--- src/rtl/tdith_pkg.sv ---
// Package: shared constants and helpers for the temporal dither.
// Assumes phase tables hold four 2-bit entries packed into 8 bits.
package tdith_pkg;
    typedef logic [1:0] phase_t;

    // Built-in spatial table: index {y0,x0} -> 0,1,3,2
    localparam logic [7:0] S_BUILTIN = 8'b10_11_01_00;
    // Built-in temporal table: identity on the frame count
    localparam logic [7:0] T_BUILTIN = 8'b11_10_01_00;

    // Pick one 2-bit entry from a packed 4-entry table
    function automatic phase_t pick_entry(input logic [7:0] tbl, input logic [1:0] idx);
        phase_t r;
        case (idx)
            2'd0: r = tbl[1:0];
            2'd1: r = tbl[3:2];
            2'd2: r = tbl[5:4];
            default: r = tbl[7:6];
        endcase
        return r;
    endfunction
endpackage

--- src/rtl/tdith_frame_ctr.sv ---
// Module: 2-bit frame phase counter.
// Advances on every frame_start pulse and wraps modulo 4.
// Assumes frame_start is synchronous to clk.
module tdith_frame_ctr (
    input  logic       clk,
    input  logic       rst_n,
    input  logic       frame_start,
    output logic [1:0] frame_cnt
);
    // Count frame starts; clear on reset
    always_ff @(posedge clk) begin
        if (!rst_n)
            frame_cnt <= 2'd0;
        else if (frame_start)
            frame_cnt <= frame_cnt + 2'd1;
    end

    assert_frame_step_R10: assert property (@(posedge clk) disable iff (!rst_n)
        frame_start |=> frame_cnt == $past(frame_cnt) + 2'd1);
    assert_frame_hold_R10: assert property (@(posedge clk) disable iff (!rst_n)
        !frame_start |=> $stable(frame_cnt));
endmodule

--- src/rtl/tdith_phase.sv ---
// Module: combinational base phase generator.
// Combines the spatial phase (from the 2x2 tile index) with the temporal
// phase (from the frame count). Each comes from the built-in or the
// programmable table. Assumes only bit 0 of x and y matters.
module tdith_phase
    import tdith_pkg::*;
(
    input  logic       cfg_prog,
    input  logic [7:0] cfg_smat,
    input  logic [7:0] cfg_tmat,
    input  logic       x_lsb,
    input  logic       y_lsb,
    input  logic [1:0] frame_cnt,
    output phase_t     base_phase
);
    logic [7:0] s_tbl;
    logic [7:0] t_tbl;
    phase_t     s_ph;
    phase_t     t_ph;

    // Select table source
    always_comb begin
        s_tbl = cfg_prog ? cfg_smat : S_BUILTIN;
        t_tbl = cfg_prog ? cfg_tmat : T_BUILTIN;
    end

    // Look up both phases and sum them modulo 4
    always_comb begin
        s_ph       = pick_entry(s_tbl, {y_lsb, x_lsb});
        t_ph       = pick_entry(t_tbl, frame_cnt);
        base_phase = s_ph + t_ph;
    end
endmodule

--- src/rtl/tdith_chan.sv ---
// Module: one colour channel of the temporal dither.
// Truncates to 8 or 6 bits, derives the 2-bit grey level, decides
// round-up against the channel phase and saturates at the maximum code.
// Assumes IN_W >= OUT_W + 2 and OUT_W > LO_W. CH is 0/1/2 for R/G/B.
module tdith_chan #(
    parameter int IN_W  = 10,
    parameter int OUT_W = 8,
    parameter int LO_W  = 6,
    parameter int CH    = 0
) (
    input  logic             clk,
    input  logic             rst_n,
    input  logic             in_valid,
    input  logic [IN_W-1:0]  in_val,
    input  logic             cfg_en,
    input  logic             cfg_deep,
    input  logic             cfg_bgr,
    input  logic [1:0]       base_phase,
    output logic [OUT_W-1:0] res
);
    localparam int PAD_W = OUT_W - LO_W;
    localparam logic [OUT_W-1:0] MAX_LO = OUT_W'((1 << LO_W) - 1);
    localparam logic [1:0] OFF_RGB = 2'(CH);
    localparam logic [1:0] OFF_BGR = 2'(2 - CH);

    logic [OUT_W-1:0] trunc;
    logic [1:0]       grey;
    logic [OUT_W-1:0] max_code;
    logic [1:0]       off;
    logic [1:0]       ch_phase;
    logic             up;
    logic [OUT_W-1:0] next_val;

    // Split input into kept code and grey level for the chosen depth
    always_comb begin
        if (cfg_deep) begin
            trunc    = in_val[IN_W-1 -: OUT_W];
            grey     = in_val[IN_W-OUT_W-1 -: 2];
            max_code = '1;
        end else begin
            trunc    = {{PAD_W{1'b0}}, in_val[IN_W-1 -: LO_W]};
            grey     = in_val[IN_W-LO_W-1 -: 2];
            max_code = MAX_LO;
        end
    end

    // Per-channel phase offset, swapped for BGR stripes
    always_comb begin
        off      = cfg_bgr ? OFF_BGR : OFF_RGB;
        ch_phase = base_phase + off;
    end

    // Round-up decision and saturating increment
    always_comb begin
        up = cfg_en && (ch_phase < grey);
        if (up && (trunc != max_code))
            next_val = trunc + OUT_W'(1);
        else
            next_val = trunc;
    end

    // Output register, updated only for valid pixels
    always_ff @(posedge clk) begin
        if (!rst_n)
            res <= '0;
        else if (in_valid)
            res <= next_val;
    end

    assert_off_trunc_R3: assert property (@(posedge clk) disable iff (!rst_n)
        in_valid && !cfg_en |=> res == $past(trunc));
    assert_lo_pad_R4: assert property (@(posedge clk) disable iff (!rst_n)
        in_valid && !cfg_deep |=> res[OUT_W-1:LO_W] == '0);
    assert_grey0_R5: assert property (@(posedge clk) disable iff (!rst_n)
        in_valid && grey == 2'd0 |=> res == $past(trunc));
    assert_step_R6: assert property (@(posedge clk) disable iff (!rst_n)
        in_valid |=> (res == $past(trunc)) || (res == $past(trunc) + OUT_W'(1)));
    assert_sat_R11: assert property (@(posedge clk) disable iff (!rst_n)
        in_valid && trunc == max_code |=> res == $past(max_code));
endmodule

--- src/rtl/fm_dither.sv ---
// Module: frame-modulation temporal dither, top level.
// Three channel slices share one frame counter and one base phase
// generator. Output is registered with one cycle of latency.
// Assumes a single clock and a synchronous active-low reset.
module fm_dither #(
    parameter int IN_W  = 10,
    parameter int OUT_W = 8,
    parameter int LO_W  = 6,
    parameter int XW    = 12,
    parameter int YW    = 12
) (
    input  logic             clk,
    input  logic             rst_n,
    input  logic             frame_start,
    input  logic             cfg_en,
    input  logic             cfg_deep,
    input  logic             cfg_prog,
    input  logic             cfg_bgr,
    input  logic [7:0]       cfg_smat,
    input  logic [7:0]       cfg_tmat,
    input  logic             in_valid,
    input  logic [XW-1:0]    in_x,
    input  logic [YW-1:0]    in_y,
    input  logic [IN_W-1:0]  in_r,
    input  logic [IN_W-1:0]  in_g,
    input  logic [IN_W-1:0]  in_b,
    output logic             out_valid,
    output logic [OUT_W-1:0] out_r,
    output logic [OUT_W-1:0] out_g,
    output logic [OUT_W-1:0] out_b
);
    localparam int NCH = 3;

    logic [1:0]       frame_cnt;
    logic [1:0]       base_phase;
    logic [IN_W-1:0]  ch_in  [NCH];
    logic [OUT_W-1:0] ch_out [NCH];

    tdith_frame_ctr u_frame (
        .clk        (clk),
        .rst_n      (rst_n),
        .frame_start(frame_start),
        .frame_cnt  (frame_cnt)
    );

    tdith_phase u_phase (
        .cfg_prog  (cfg_prog),
        .cfg_smat  (cfg_smat),
        .cfg_tmat  (cfg_tmat),
        .x_lsb     (in_x[0]),
        .y_lsb     (in_y[0]),
        .frame_cnt (frame_cnt),
        .base_phase(base_phase)
    );

    // Gather channel inputs in R, G, B order
    always_comb begin
        ch_in[0] = in_r;
        ch_in[1] = in_g;
        ch_in[2] = in_b;
    end

    for (genvar c = 0; c < NCH; c++) begin : g_ch
        tdith_chan #(
            .IN_W (IN_W),
            .OUT_W(OUT_W),
            .LO_W (LO_W),
            .CH   (c)
        ) u_chan (
            .clk       (clk),
            .rst_n     (rst_n),
            .in_valid  (in_valid),
            .in_val    (ch_in[c]),
            .cfg_en    (cfg_en),
            .cfg_deep  (cfg_deep),
            .cfg_bgr   (cfg_bgr),
            .base_phase(base_phase),
            .res       (ch_out[c])
        );
    end

    // Scatter channel results onto output ports
    always_comb begin
        out_r = ch_out[0];
        out_g = ch_out[1];
        out_b = ch_out[2];
    end

    // Output valid register
    always_ff @(posedge clk) begin
        if (!rst_n)
            out_valid <= 1'b0;
        else
            out_valid <= in_valid;
    end

    assert_valid_rise_R1: assert property (@(posedge clk) disable iff (!rst_n)
        in_valid |=> out_valid);
    assert_valid_fall_R1: assert property (@(posedge clk) disable iff (!rst_n)
        !in_valid |=> !out_valid);
    assert_hold_R1: assert property (@(posedge clk) disable iff (!rst_n)
        !in_valid |=> $stable(out_r) && $stable(out_g) && $stable(out_b));
endmodule

--- config.mk ---
export PLATFORM = sky130hd
export DESIGN_NAME = fm_dither
export DESIGN_NICKNAME = d
export VERILOG_FILES = /design/src/rtl/tdith_pkg.sv /design/src/rtl/tdith_frame_ctr.sv /design/src/rtl/tdith_phase.sv /design/src/rtl/tdith_chan.sv /design/src/rtl/fm_dither.sv
export SDC_FILE = /design/constraint.sdc
export NUM_CORES = 1
export LEC_CHECK = 0
export CELL_PAD_IN_SITES_DETAIL_PLACEMENT = 1
export CELL_PAD_IN_SITES_GLOBAL_PLACEMENT = 1
export CORE_MARGIN = 4
export CORE_UTILIZATION = 30
export DETAILED_ROUTE_END_ITERATION = 6
export GPL_TIMING_DRIVEN = 0
export PLACE_DENSITY = 0.87
export SETUP_SLACK_MARGIN = 0.3
export SLEW_MARGIN = 20
export SYNTH_ARGS = -nofsm -noshare
export SYNTH_HDL_FRONTEND = slang
export SYNTH_SLANG_ARGS = --single-unit
--- constraint.sdc ---
create_clock -name clk -period 4.6 [get_ports clk]
set_input_delay 0.69 -clock clk [delete_from_list [all_inputs] [get_ports clk]]
set_output_delay 0.69 -clock clk [all_outputs]
set_load 0.05 [all_outputs]
# After elaboration in Yosys (flattened, before gate mapping)
# Cells that the tools add are included.
# classes
addsub	8
order_cmp	3
n_eq_ne	7
muxes	16
n_reduce_logical	8
# op_table
cell	n
$mux 8	9
$add 8x1->8 const B	3
$ne 8x8->1	3
$pmux 2 s3	2
$mux 2	5
$add 2x2->2	3
$logic_and 1x1->1	6
$lt 2x2->1	3
$add 2x1->2 const B	2
$eq 2x1->1 const B	2
$eq 2x2->1 const B	2
$logic_not 2->1	2
# word_totals
register_bits	27
inputBits	78
wordCells	47

# Depth between registers and ports, before layout
# logic_depth
depth_word	8
depth_mapped	15

# Modules after synthesis
# From an unflattened synthesis, not the netlist that was laid out.
# hier_totals
hier_cells	293
hier_area_um2	2526.2
# modules_own_cells
mod	n_inst	cells_per_inst	area_each_um2	seq_area_each_um2
tdith_chan at g_ch[1].u_chan	1	87	768.2	160.2
tdith_chan at g_ch[2].u_chan	1	83	748.2	160.2
tdith_chan at g_ch[0].u_chan	1	79	689.4	160.2
tdith_phase	1	34	215.2	0.0
tdith_frame_ctr	1	8	78.8	40.0
fm_dither	1	2	26.3	20.0

# Worst setup path before layout
# No wires, ideal clock.
# synth_path
kind	input -> register
startpoint	input port in_y[0]
endpoint	register g_ch[2].u_chan.res[6]
setup_time_ns	0.091
arrival_time_ns	3.529
required_time_ns	4.509
slack_ns	0.980
stages	14
path_cell_list	buf_2 > nor3b_1 > a21oi_1 > a21oi_1 > nor3_1 > ha_1 > xor2_2 > xor3_1 > ha_1 > or3b_1 > o41ai_4 > nand4_2 > a211o_1 > a311oi_1
# synth_via
elab_chain_len	8
elab_cells_between_ends	10
classes_between	add/sub: 2; order compare: 1; eq/ne: 2; mux: 2; reduce/logical: 3
# synth_rtl
element	line_no	rtl
start: declaration	fm_dither.sv:23	input logic [YW-1:0] in_y,
$eq 2x2->1, or another cell as far along	tdith_pkg.sv:14	case (idx)
$pmux 2 s3 (*)	tdith_pkg.sv:14	
$add 2x2->2 (*)	tdith_phase.sv:31	base_phase = s_ph + t_ph;
$add 2x2->2 (*)	tdith_chan.sv:50	ch_phase = base_phase + off;
$lt 2x2->1 (*)	tdith_chan.sv:55	up = cfg_en && (ch_phase < grey);
$logic_and 1x1->1 (*)	tdith_chan.sv:55	
$logic_and 1x1->1 (*)	tdith_chan.sv:56	if (up && (trunc != max_code))
$mux 8 (*)	tdith_chan.sv:56	
end signal: assignment	tdith_chan.sv:67	res <= next_val;
end: declaration	tdith_chan.sv:19	output logic [OUT_W-1:0] res
# Mark *: on every way between the ends. The rest lies on a longest branch, timed or not.
# A chain may end at the register's enable or synchronous reset.

# Final worst setup path
# layout_path
startpoint	input port cfg_tmat[4]
endpoint	register g_ch[2].u_chan.res[6]
# layout_via
elab_chain_len	8
# layout_rtl
element	line_no	rtl
start: declaration	fm_dither.sv:20	input logic [7:0] cfg_tmat,
$mux 8	tdith_phase.sv:24	t_tbl = cfg_prog ? cfg_tmat : T_BUILTIN;
$pmux 2 s3	tdith_pkg.sv:14	
$add 2x2->2	tdith_phase.sv:31	
$add 2x2->2	tdith_chan.sv:50	
$lt 2x2->1	tdith_chan.sv:55	
$logic_and 1x1->1	tdith_chan.sv:55	
$logic_and 1x1->1	tdith_chan.sv:56	
$mux 8	tdith_chan.sv:56	
# No other way between the ends.

==> flow_metrics.env <==
export IMPL_hpwl_um=6710
export IMPL_die_h_um=96.7
export IMPL_post_route_period_util_pct=85.0
export IMPL_drc=0
export IMPL_maxSlewHeadroom_pct=57.0
export IMPL_rsz0062_at_grt="false"
export IMPL_cts_hold_buf=0
export IMPL_intPower_uw=516
export IMPL_p_comb_share_pct=51.8
export IMPL_synth_top_area_cell="dfxtp_1"
export IMPL_drt_initial_drc_count=99
export IMPL_design_area_um2=3300
export IMPL_fin_ws_ns=0.688
export IMPL_fillers=944
export IMPL_ff_latch_area_um2=541
export IMPL_start_util_pct=30.7
export IMPL_fin_hold_ws_ns=0.476
export IMPL_rows=32
export IMPL_status="finished, final reports clean"
export IMPL_clkLatencyLatePin_ns=0.28
export IMPL_synth_distinct_cells=53
export IMPL_synth_edf_count=0
export IMPL_synth_nets=374
export IMPL_path_max_fanout=4
export IMPL_drv_slew=0
export IMPL_cts_tree="built"
export IMPL_grt_max_degree=15
export IMPL_ys_async_sr_fraction_pct=0
export IMPL_clockPowerShare_pct=16.7
export IMPL_die_w_um=96.7
export IMPL_finalSetupTns_ns=0
export IMPL_dpl_instance_area_um2=3250
export IMPL_grt_pass1_wl_um=13700
export IMPL_routed_wirelength_um=8410
export IMPL_hold_class="reg -> reg"
export IMPL_p_leak_nw=1.24
export IMPL_dp_slack_ns=0.282
export IMPL_grt_util_all_layers_pct=17.6
export IMPL_vdd_drop_max_v=0.000167
export IMPL_power_density_nw_per_um2=259
export IMPL_use_met2_pct=30.9
export IMPL_synthFlopType="dfxtp_1"
export IMPL_endpoint_kind="register"
export IMPL_cap_violations=0
export IMPL_clock_path_buffers=2
export IMPL_io_buffers=76
export IMPL_hold_viol=0
export IMPL_multiInputGateArea_um2=1710
export IMPL_critical_path_class="in -> reg"
export IMPL_cts_root_buf="clkbuf_8"
export IMPL_grtUsageMet1_pct=22.9
export IMPL_cts_sinks=27
export IMPL_synth_cells=285
export IMPL_power_uw=856
export IMPL_arrival_ns=4.10
export IMPL_area_delta_synth_final_pct=39.8
export IMPL_worst_pin_slew_ns=0.644
export IMPL_drtPass1Iterations=4
export IMPL_grt_pass1_vias=2707
export IMPL_cts_buffers=3
export IMPL_post_cts_buffers=0
export IMPL_fmax_mhz=256
export IMPL_yosysWarnings=0
export IMPL_wl_per_cell_um=18.0
export IMPL_synth_top_area_share_pct=22.9
export IMPL_yosysSeqAreaShare_pct=22.9
export IMPL_coreArea_um2=7690
export IMPL_dieArea_um2=9360
export IMPL_period_needed_ns=3.91
export IMPL_ys_seq_elements=27
export IMPL_required_ns=4.79
export IMPL_grt_antenna_before_repair=0
export IMPL_avgSynthCellArea_um2=8.29
export IMPL_n_antenna_cell=0
export IMPL_grt_ovfl_total=0
export IMPL_io_pin_count=103
export IMPL_routed_via_density=5.46
export IMPL_clkTransAtPathRegs_ns=0.10
export IMPL_nets=455
export IMPL_setup_viol=0
export IMPL_antenna_left=0
export IMPL_place_congestion=0.870
export IMPL_cts_resized=0
export IMPL_p_sw_uw=340
export IMPL_start_kind="primary input"
export IMPL_htree_levels=1
export IMPL_drive_gt1_share_pct=7.40
export IMPL_pwr_share_seq_pct=31.4
export IMPL_grtUsageMet3_pct=3.46
export IMPL_top_usage_layer="met2"
export IMPL_clock_skew_ns=0.00406
export IMPL_netlist_area_um2=2360
export IMPL_p_sw_share_pct=39.7
export IMPL_layout_common_cells="clkdlybuf4s50_1 (76), nand2_1 (31), dfxtp_1 (27), mux2i_1 (19), nand3b_1 (18)"
export IMPL_synthTopCellsByArea="dfxtp_1 (23%), mux2i_1 (8.1%), ha_1 (5.8%)"
export IMPL_layout_commonest_cell="clkdlybuf4s50_1"
export IMPL_vias=2551
-- through the flow --
stage / utilization (%) / std cells
after global placement: 42.3 / 463
final: 43.0 / 467
after floorplan: - / 285
after detailed placement: 42.3 / 463
after global routing: 43.0 / 467
after CTS: 42.9 / 467
-- worst paths after layout --
| path | end | slack, ns | startpoint | cells past startpoint |
|---|---|---|---|---|
| min reg2reg | g_ch[0].u_chan.res[7]$_SDFFE_PN0P_ | 0.48 | g_ch[0].u_chan.res[7]$_SDFFE_PN0P_ | 2 |
| max | g_ch[2].u_chan.res[6]$_SDFFE_PN0P_ | 0.69 | cfg_tmat[4] | 13 |
| max reg2reg | g_ch[2].u_chan.res[6]$_SDFFE_PN0P_ | 0.75 | u_frame.frame_cnt[0]$_SDFFE_PN0P_ | 14 |
| min | g_ch[0].u_chan.res[7]$_SDFFE_PN0P_ | 0.48 | g_ch[0].u_chan.res[7]$_SDFFE_PN0P_ | 2 |
-- state kept, by name (all words and copies together), names as in the netlist --
name and flops:
g_ch.u_chan.res 24, u_frame.frame_cnt 2, out_valid 1
-- critical path, cell delays in order --
cell	delay [ns]
clkdlybuf4s50_1	0.41
a22o_1	0.23
a211oi_1	0.26
a21oi_1	0.08
ha_1	0.24
xor2_2	0.28
xor3_1	0.37
ha_1	0.29
or3b_1	0.42
o41ai_4	0.09
nand4_2	0.20
a211o_1	0.30
a311oi_1	0.25
-- Yosys cell counts, drive strengths merged, types with 3 or more instances --
| master | number |
|---|---|
| a211o | 4 |
| a211oi | 4 |
| a21oi | 10 |
| a22o | 4 |
| buf | 10 |
| clkbuf | 8 |
| dfxtp | 27 |
| ha | 11 |
| inv | 7 |
| mux2 | 9 |
| mux2i | 19 |
| nand2 | 31 |
| nand2b | 5 |
| nand3 | 13 |
| nand3b | 18 |
| nand4 | 12 |
| nor2 | 16 |
| nor3b | 3 |
| o211ai | 9 |
| o21ai | 19 |
| xnor2 | 10 |
-- area by class of cell --
| cell class | count | share of cell area, % |
|---|---|---|
| multi-input cells | 233 | 51.8 |
| clock buffers | 4 | 1.36 |
| repair buffers | 76 | 23.0 |
| well taps | 102 | 3.86 |
| plain buffers | 18 | 2.77 |
| inverters | 7 | 0.795 |
| flip-flops and latches | 27 | 16.4 |
-- power by group through the flow --
| stage | Combinational (mW) | Sequential [mW] | Clock [mW] |
|---|---|---|---|
| floorplan | 0.216 | 0.343 | 0 |
| global placement | 0.423 | 0.274 | 0 |
| detailed placement | 0.438 | 0.275 | 0 |
| CTS | 0.440 | 0.270 | 0.147 |
| global route | 0.479 | 0.272 | 0.155 |
| finish | 0.444 | 0.269 | 0.143 |
-- kinds of logic after synthesis --
logic type      synth area share, %
mux                            12.3
compound gates                 21.1
buf+inv                        4.98
fa+ha+maj                      5.83
simple gates                   25.5
flops                          22.9
xor+xnor                       7.31
-- routing by layer --
metal | vias up | share of wire [%]
met5 | - | 0
met1 | 1249 | 46
met4 | 0 | 0.55
met2 | 72 | 49
met3 | 6 | 4.1
li1 | 1224 | -
(Power assumes the default switching activity.)
